--- config.mk ---
export PLATFORM = sky130hd
export DESIGN_NAME = osd_wcmd_dec
export DESIGN_NICKNAME = d
export VERILOG_FILES = /design/src/rtl/osd_wcmd_pkg.sv /design/src/rtl/osd_fmt_fsm.sv /design/src/rtl/osd_addr_trk.sv /design/src/rtl/osd_wcmd_dec.sv
export SDC_FILE = /design/constraint.sdc
export NUM_CORES = 1
export LEC_CHECK = 0
export BUFFER_PORTS_ARGS = -buffer_cell sky130_fd_sc_hd__buf_4
export CAP_MARGIN = 10
export CELL_PAD_IN_SITES_DETAIL_PLACEMENT = 1
export CELL_PAD_IN_SITES_GLOBAL_PLACEMENT = 2
export CORE_ASPECT_RATIO = 0.7
export CORE_UTILIZATION = 38
export DETAILED_ROUTE_END_ITERATION = 7
export GPL_TIMING_DRIVEN = 0
export PLACE_DENSITY_LB_ADDON = 0.3
export SLEW_MARGIN = 30
export SYNTH_ARGS = -nofsm -noshare
export SYNTH_HDL_FRONTEND = slang
export SYNTH_SLANG_ARGS = --single-unit
--- constraint.sdc ---
create_clock -name clk -period 3.2 [get_ports clk]
set_input_delay 0 -clock clk [delete_from_list [all_inputs] [get_ports clk]]
set_output_delay 0 -clock clk [all_outputs]
set_load 0.1 [all_outputs]
--- src/rtl/osd_wcmd_pkg.sv ---
package osd_wcmd_pkg;

  typedef enum logic [1:0] {
    S_IDLE = 2'd0,  // waiting for the first row header
    S_HDR  = 2'd1,  // expecting a row or column header
    S_DAT  = 2'd2,  // one addressed payload byte expected
    S_STRM = 2'd3   // streaming payload with auto-step
  } fmt_st_e;

  typedef enum logic [1:0] {
    H_ROW   = 2'd0,
    H_COLAB = 2'd1,
    H_COLC  = 2'd2
  } hdr_kind_e;

  // Bits 7..6 of a header byte decide its kind.
  function automatic hdr_kind_e classify(input logic [1:0] top2);
    if (top2[1])      return H_ROW;
    else if (top2[0]) return H_COLC;
    else              return H_COLAB;
  endfunction

  // Increment that folds back to zero past the last index.
  function automatic logic [7:0] wrap_inc(input logic [7:0] v, input logic [7:0] last);
    return (v >= last) ? 8'd0 : 8'(v + 8'd1);
  endfunction

endpackage

--- src/rtl/osd_fmt_fsm.sv ---
module osd_fmt_fsm
  import osd_wcmd_pkg::*;
(
  input  logic       clk,
  input  logic       rst_n,
  input  logic       frame_n,
  input  logic       byte_vld,
  input  logic [1:0] hdr_bits,
  output fmt_st_e    st,
  output logic       ev_ld_row,
  output logic       ev_ld_col,
  output logic       ev_wr,
  output logic       ev_step
);

  fmt_st_e   st_nx;
  hdr_kind_e kind;
  logic      take;

  assign take = byte_vld & ~frame_n;
  assign kind = classify(hdr_bits);

  always_comb begin
    st_nx     = st;
    ev_ld_row = 1'b0;
    ev_ld_col = 1'b0;
    ev_wr     = 1'b0;
    ev_step   = 1'b0;
    if (take) begin
      unique case (st)
        S_IDLE: begin
          if (kind == H_ROW) begin
            ev_ld_row = 1'b1;
            st_nx     = S_HDR;
          end
        end
        S_HDR: begin
          case (kind)
            H_ROW:   ev_ld_row = 1'b1;
            H_COLAB: begin ev_ld_col = 1'b1; st_nx = S_DAT;  end
            H_COLC:  begin ev_ld_col = 1'b1; st_nx = S_STRM; end
            default: st_nx = S_HDR;
          endcase
        end
        S_DAT: begin
          ev_wr = 1'b1;
          st_nx = S_HDR;
        end
        S_STRM: begin
          ev_wr   = 1'b1;
          ev_step = 1'b1;
        end
        default: st_nx = S_IDLE;
      endcase
    end
  end

  always_ff @(posedge clk or negedge rst_n) begin
    if (!rst_n)      st <= S_IDLE;
    else if (frame_n) st <= S_IDLE;
    else             st <= st_nx;
  end

endmodule

--- src/rtl/osd_addr_trk.sv ---
module osd_addr_trk
  import osd_wcmd_pkg::*;
#(
  parameter int NUM_ROWS = 15,
  parameter int NUM_COLS = 31,
  localparam int ROW_W = $clog2(NUM_ROWS),
  localparam int COL_W = $clog2(NUM_COLS)
)(
  input  logic             clk,
  input  logic             rst_n,
  input  logic             ev_ld_row,
  input  logic             ev_ld_col,
  input  logic             ev_step,
  input  logic [ROW_W-1:0] ld_row_val,
  input  logic             ld_attr_val,
  input  logic [COL_W-1:0] ld_col_val,
  output logic [ROW_W-1:0] cur_row,
  output logic [COL_W-1:0] cur_col,
  output logic             cur_attr
);

  localparam logic [7:0] ROW_LAST = 8'(NUM_ROWS - 1);
  localparam logic [7:0] COL_LAST = 8'(NUM_COLS - 1);

  logic [7:0] col_nx;
  logic [7:0] row_nx;
  logic       carry;

  always_comb begin
    col_nx = wrap_inc(8'(cur_col), COL_LAST);
    carry  = (col_nx == 8'd0);
    row_nx = carry ? wrap_inc(8'(cur_row), ROW_LAST) : 8'(cur_row);
  end

  always_ff @(posedge clk or negedge rst_n) begin
    if (!rst_n) begin
      cur_row  <= '0;
      cur_col  <= '0;
      cur_attr <= 1'b0;
    end else begin
      if (ev_ld_row) begin
        cur_row  <= ld_row_val;
        cur_attr <= ld_attr_val;
      end
      if (ev_ld_col) cur_col <= ld_col_val;
      if (ev_step) begin
        cur_col <= COL_W'(col_nx);
        cur_row <= ROW_W'(row_nx);
      end
    end
  end

endmodule

--- src/rtl/osd_wcmd_dec.sv ---
module osd_wcmd_dec
  import osd_wcmd_pkg::*;
#(
  parameter int NUM_ROWS = 15,
  parameter int NUM_COLS = 31,
  localparam int ROW_W = $clog2(NUM_ROWS),
  localparam int COL_W = $clog2(NUM_COLS)
)(
  input  logic             clk,
  input  logic             rst_n,
  input  logic             frame_n,
  input  logic             byte_vld,
  input  logic [7:0]       byte_in,
  output logic             wr_en,
  output logic [ROW_W-1:0] wr_row,
  output logic [COL_W-1:0] wr_col,
  output logic             wr_attr,
  output logic [7:0]       wr_data
);

  fmt_st_e          st;
  logic             ev_ld_row, ev_ld_col, ev_wr, ev_step;
  logic [ROW_W-1:0] cur_row;
  logic [COL_W-1:0] cur_col;
  logic             cur_attr;

  osd_fmt_fsm u_fsm (
    .clk       (clk),
    .rst_n     (rst_n),
    .frame_n   (frame_n),
    .byte_vld  (byte_vld),
    .hdr_bits  (byte_in[7:6]),
    .st        (st),
    .ev_ld_row (ev_ld_row),
    .ev_ld_col (ev_ld_col),
    .ev_wr     (ev_wr),
    .ev_step   (ev_step)
  );

  osd_addr_trk #(
    .NUM_ROWS (NUM_ROWS),
    .NUM_COLS (NUM_COLS)
  ) u_addr (
    .clk         (clk),
    .rst_n       (rst_n),
    .ev_ld_row   (ev_ld_row),
    .ev_ld_col   (ev_ld_col),
    .ev_step     (ev_step),
    .ld_row_val  (byte_in[ROW_W-1:0]),
    .ld_attr_val (byte_in[5]),
    .ld_col_val  (byte_in[COL_W-1:0]),
    .cur_row     (cur_row),
    .cur_col     (cur_col),
    .cur_attr    (cur_attr)
  );

  // Write port register: address captured before any step takes effect.
  always_ff @(posedge clk or negedge rst_n) begin
    if (!rst_n) begin
      wr_en   <= 1'b0;
      wr_row  <= '0;
      wr_col  <= '0;
      wr_attr <= 1'b0;
      wr_data <= '0;
    end else begin
      wr_en <= ev_wr;
      if (ev_wr) begin
        wr_row  <= cur_row;
        wr_col  <= cur_col;
        wr_attr <= cur_attr;
        wr_data <= byte_in;
      end
    end
  end

endmodule

After elaboration in Yosys (flattened, before gate mapping)
Cells that the tools add are included.
- input port bits: 12
- logic and storage cells: 59
- flip-flop bits (word level): 31
- bitwise logic cells: 2
- equal/unequal tests: 8
- reduce and logical (&&, ||, !) cells: 12
- add/subtract/negate cells: 2
- multiplexer cells: 24
- magnitude comparators: 2
- operators by type and width (operator ; count):
    4-bit 2-to-1 mux ; 4
    2-bit case mux with 3 select lines ; 2
    1-bit 2-to-1 mux ; 10
    2-bit 2-to-1 mux ; 5
    5-bit 2-to-1 mux ; 2
    8-bit zero test ; 1
    8-bit 2-to-1 mux ; 1
    5-bit by 1-bit adder with 6-bit output, second input constant ; 1
    2-bit == test, second input constant ; 3
    2-bit nonzero test ; 3
    2-bit OR reduction ; 3
    5-bit >= comparator, second input constant ; 1
    4-bit by 1-bit adder with 4-bit output, second input constant ; 1
    2-bit by 1-bit == test with 1-bit output, second input constant ; 2
    4-bit >= comparator, second input constant ; 1
    2-bit zero test ; 2
    4-bit AND reduction ; 1
    4-bit nonzero test ; 1
    3-bit by 2-bit inequality test with 1-bit output, second input constant ; 1
    3-bit inequality test, second input constant ; 1
    2-bit by 1-bit inequality test with 1-bit output, second input constant ; 1
    2-bit AND reduction ; 1
    1-bit bitwise AND ; 1
    1-bit NOT ; 1

Longest topological paths before layout
- depth in word-level cells: 9
- depth in mapped cells: 7

Cells and area by module
A second synthesis with hierarchy kept.
- cells, all modules: 143
- area, all modules: 1652.8 um2
- by module, submodules not included (module ; instances ; seq. area each (um2) ; area an instance (um2) ; cells each):
    osd_wcmd_dec ; 1 ; 475.5 ; 747.0 ; 39
    osd_addr_trk ; 1 ; 250.2 ; 678.2 ; 75
    osd_fmt_fsm ; 1 ; 50.0 ; 227.7 ; 29

Worst setup path before layout
No wires, ideal clock.
- path kind: reg-to-reg
- from: register u_addr.cur_col[1]
- to: register u_addr.cur_row[1]
- data arrival time: 1750 ps
- path buffers: 0
- period minus slack after synthesis: 1875 ps
- data required time: 3075 ps
- cell stages (with the launch flop): 7
- setup slack: 1325 ps
- path through: dfrtp_1 ha_1 o311ai_2 a21oi_2 nand4_2 o31ai_4 mux2_4
- word-level cells in the longest chain between the ends: 5
- RTL lines (item ; line ; source):
    from (decl) ; osd_addr_trk.sv:18 ; output logic [COL_W-1:0] cur_col,
    from (signal assigned) ; osd_addr_trk.sv:45 ; if (ev_ld_col) cur_col <= ld_col_val;
    from (signal assigned) ; osd_addr_trk.sv:47 ; cur_col <= COL_W'(col_nx);
    5-bit by 1-bit adder with 6-bit output / 5-bit >= comparator (equally long branches) ; osd_wcmd_pkg.sv:25 ; return (v >= last) ? 8'd0 : 8'(v + 8'd1);
    8-bit 2-to-1 mux * ; osd_wcmd_pkg.sv:25 ;
    8-bit zero test * ; osd_addr_trk.sv:31 ; carry = (col_nx == 8'd0);
    2-bit by 1-bit inequality test with 1-bit output (no source line) * ; -- ;
    2-bit AND reduction (no source line) * ; -- ;
    to (signal assigned) ; osd_addr_trk.sv:42 ; cur_row <= ld_row_val;
    to (signal assigned) ; osd_addr_trk.sv:48 ; cur_row <= ROW_W'(row_nx);
    to (decl) ; osd_addr_trk.sv:17 ; output logic [ROW_W-1:0] cur_row,
Every way passes the cells marked *; elsewhere a longest branch is shown, timed or not.
A chain may end at the register's enable or synchronous reset.

Worst setup path after layout
Same ends and word-level chain as after synthesis.

==> results.sh <==
export IMPL_status="completed"
export IMPL_internal_power_w=0.000878
export IMPL_hold_end="u_fsm.st[1]$_DFFE_PN0P_"
export IMPL_tightest_slew_ns=0.569
export IMPL_ff2ff_setup_slack_ns=1.01
export IMPL_routed_wl_um=3690
export IMPL_critPathLaunch="u_addr.cur_col[1]$_DFFE_PN0P_"
export IMPL_netSwitchingPower_w=0.000660
export IMPL_clk_path_buf_depth=2
export IMPL_fp_row_count=18
export IMPL_grt_use_total_pct=19.2
export IMPL_viasPerCell=5.17
export IMPL_crit_type="reg -> reg"
export IMPL_wl_per_cell_um=16.0
export IMPL_io_buffers=30
export IMPL_max_cap_violations=0
export IMPL_fin_tns_setup_ns=0
export IMPL_clkPwrFrac_pct=25.8
export IMPL_first_iter_violations=26
export IMPL_syn_nets=149
export IMPL_mostFrequentLayoutCells="31 x dfrtp_1, 30 x buf_4, 19 x mux2_2"
export IMPL_cts_clk_slew_worst_paths_ns=0.06
export IMPL_syn_area_um2=1540
export IMPL_slew_viol_final=0
export IMPL_min_delay_start="byte_vld"
export IMPL_ant_nets=0
export IMPL_hold_viol=0
export IMPL_antenna_found_initial=0
export IMPL_cts_repair_resized=0
export IMPL_critPathRequiredTime_ns=3.37
export IMPL_via_count=1188
export IMPL_grt_pass1_wl_um=6330
export IMPL_cts_tree="done"
export IMPL_start_kind="flop"
export IMPL_globalRouteOverflowTotal=0
export IMPL_min_period_ns=2.19
export IMPL_clock_skew_ns=0.00366
export IMPL_final_nets=196
export IMPL_crit_path_end_kind="flop"
export IMPL_grt_pass1_vias=1292
export IMPL_ys_flop_type="dfrtp_1"
export IMPL_ir_drop_uv=457
export IMPL_ys_warnings_count=0
export IMPL_rsz0062_at_grt="no"
export IMPL_synthArstFlopShare_pct=100
export IMPL_comb_power_share_pct=39.2
export IMPL_initial_core_util_pct=41.7
export IMPL_final_common_cell="dfrtp_1"
export IMPL_top_layer_used="met4"
export IMPL_p_leak_nw=0.987
export IMPL_setup_viol_count_final=0
export IMPL_synthCells=132
export IMPL_route_met3_wl_um=189
export IMPL_r2r_start="u_addr.cur_col[1]$_DFFE_PN0P_"
export IMPL_die_w_um=78.1
export IMPL_h_tree_depth=2
export IMPL_path_max_fanout=10
export IMPL_avgSynthCellArea_um2=11.7
export IMPL_ys_types=36
export IMPL_cts_sinks=31
export IMPL_dp_slack_ns=1.03
export IMPL_p_total_w=0.00154
export IMPL_drcViolationCount=0
export IMPL_cp_arrival_ns=2.35
export IMPL_drt_pass1_iterations=4
export IMPL_max_freq_ghz=0.457
export IMPL_slew_headroom_pct=61.6
export IMPL_antenna_cells=0
export IMPL_synth_seq_area_share_pct=50.4
export IMPL_fin_ws_ns=1.01
export IMPL_num_fill_cells=420
export IMPL_clockRootBuffer="clkbuf_8"
export IMPL_power_density_nw_per_um2=752
export IMPL_ioPinCount=31
export IMPL_clk_latency_ns=0.28
export IMPL_drive_gt1_share_pct=39.4
export IMPL_hpwl_um=2740
export IMPL_wl_met2_um=1700
export IMPL_syn_to_final_growth_pct=32.8
export IMPL_reg2reg_depth=6
export IMPL_grt_max_degree=32
export IMPL_numCtsBuffers=5
export IMPL_ys_ff_latch=31
export IMPL_seq_power_share_pct=35.1
export IMPL_min_path_cells=3
export IMPL_final_period_utilization_pct=68.3
export IMPL_die_area_um2=4320
export IMPL_timing_hold_ws_ns=0.0399
export IMPL_finish_utilization_pct=55.4
export IMPL_timing_rr_end="u_addr.cur_row[1]$_DFFE_PN0P_"
export IMPL_m1WireLength_um=1750
export IMPL_swShare_pct=42.9
export IMPL_place_congestion=0.769
export IMPL_hold_class="in -> reg"
export IMPL_coreArea_um2=3690
export IMPL_synth_edff_count=0
export IMPL_die_h_um=55.3
[repair_timing]
action,4_1_cts,5_1_grt
buffers inserted,0,0
hold endpoints to repair,42,0
hold buffers,10,0
[kinds of logic (layout without fill, tap and decap cells)]
group | count (synthesis) | count (layout) | share of synthesized area (%)
simple gates | 32 | 32 | 11.1
mux | 23 | 23 | 17.1
xor+xnor | 1 | 1 | 0.569
buf+inv | 10 | 58 | 3.17
compound gates | 30 | 30 | 13.6
fa+ha+maj | 5 | 5 | 4.06
flops | 31 | 31 | 50.4
[Yosys cell counts (2+ instances only)]
library cell | n | area, µm²
a21oi_1 | 5 | 25.0
a22oi_1 | 2 | 15.0
a31oi_1 | 2 | 12.5
buf_2 | 2 | 10.0
dfrtp_1 | 31 | 776
ha_1 | 5 | 62.6
inv_1 | 6 | 22.5
mux2_2 | 19 | 214
mux2_4 | 2 | 30.0
mux2i_1 | 2 | 20.0
nand2_1 | 14 | 52.6
nand3_1 | 2 | 10.0
nor2_1 | 3 | 11.3
nor2b_1 | 2 | 12.5
nor3_1 | 2 | 10.0
o211ai_1 | 2 | 15.0
o21ai_0 | 11 | 55.1
o31ai_1 | 2 | 15.0
[metrics by stage]
| stage | std cells | instance area, µm² |
|---|---|---|
| 4_1_cts | 230 | 2050 |
| 3_5_place_dp | 212 | 1830 |
| 5_1_grt | 230 | 2050 |
| 6_report | 230 | 2050 |
| 3_3_place_gp | 212 | 1830 |
| 2_1_floorplan | 132 | 1540 |
[power groups by stage]
stage                     clock, W  combinational, W  sequential [W]
after floorplan                  0          0.000155        0.000832
after global placement           0          0.000583        0.000539
after detailed placement         0          0.000594        0.000547
after CTS                 0.000409          0.000604        0.000541
after global routing      0.000422          0.000636        0.000553
final                     0.000396          0.000602        0.000540
[sequential cells by signal, summed over array words and instances (netlist names)]
name	count
wr_data	8
wr_en	1
wr_row	4
u_addr.cur_col	5
wr_col	5
u_fsm.st	2
u_addr.cur_attr	1
u_addr.cur_row	4
wr_attr	1
[layout make-up]
cell class	instances	area [µm²]	area share (%)
Inverter	6	22.5	1.10
Clock buffer	6	82.6	4.04
Buffer	4	26.3	1.28
Sequential cell	31	776	37.9
Multi-Input combinational cell	91	716	35.0
Clock inverter	2	35.0	1.71
Timing Repair Buffer	40	325	15.9
Tap cell	50	62.6	3.06
[critical path, stage by stage, from the launching register on]
cell and delay [ns]:
dfrtp_1 0.54, ha_1 0.32, o21ai_0 0.12, o21ai_0 0.19
nand2_1 0.15, o31ai_4 0.42, mux2_4 0.33
[how the worst max path moves through the flow]
stage / to / slack, ns
floorplan: u_addr.cur_row[1]$_DFFE_PN0P_ / 1.32
global placement: u_addr.cur_row[1]$_DFFE_PN0P_ / 1.09
detailed placement: u_addr.cur_row[2]$_DFFE_PN0P_ / 1.03
CTS: u_addr.cur_row[1]$_DFFE_PN0P_ / 1.01
global route: u_addr.cur_row[1]$_DFFE_PN0P_ / 0.86
finish: u_addr.cur_row[1]$_DFFE_PN0P_ / 1.01
[layer usage]
layer / up-vias / track usage [%]
met3: 7 / 5.95
met5: - / 0
met1: 585 / 25.5
li1: 569 / -
met2: 27 / 29.9
met4: 0 / 6.35
(Power assumes the default switching activity.)
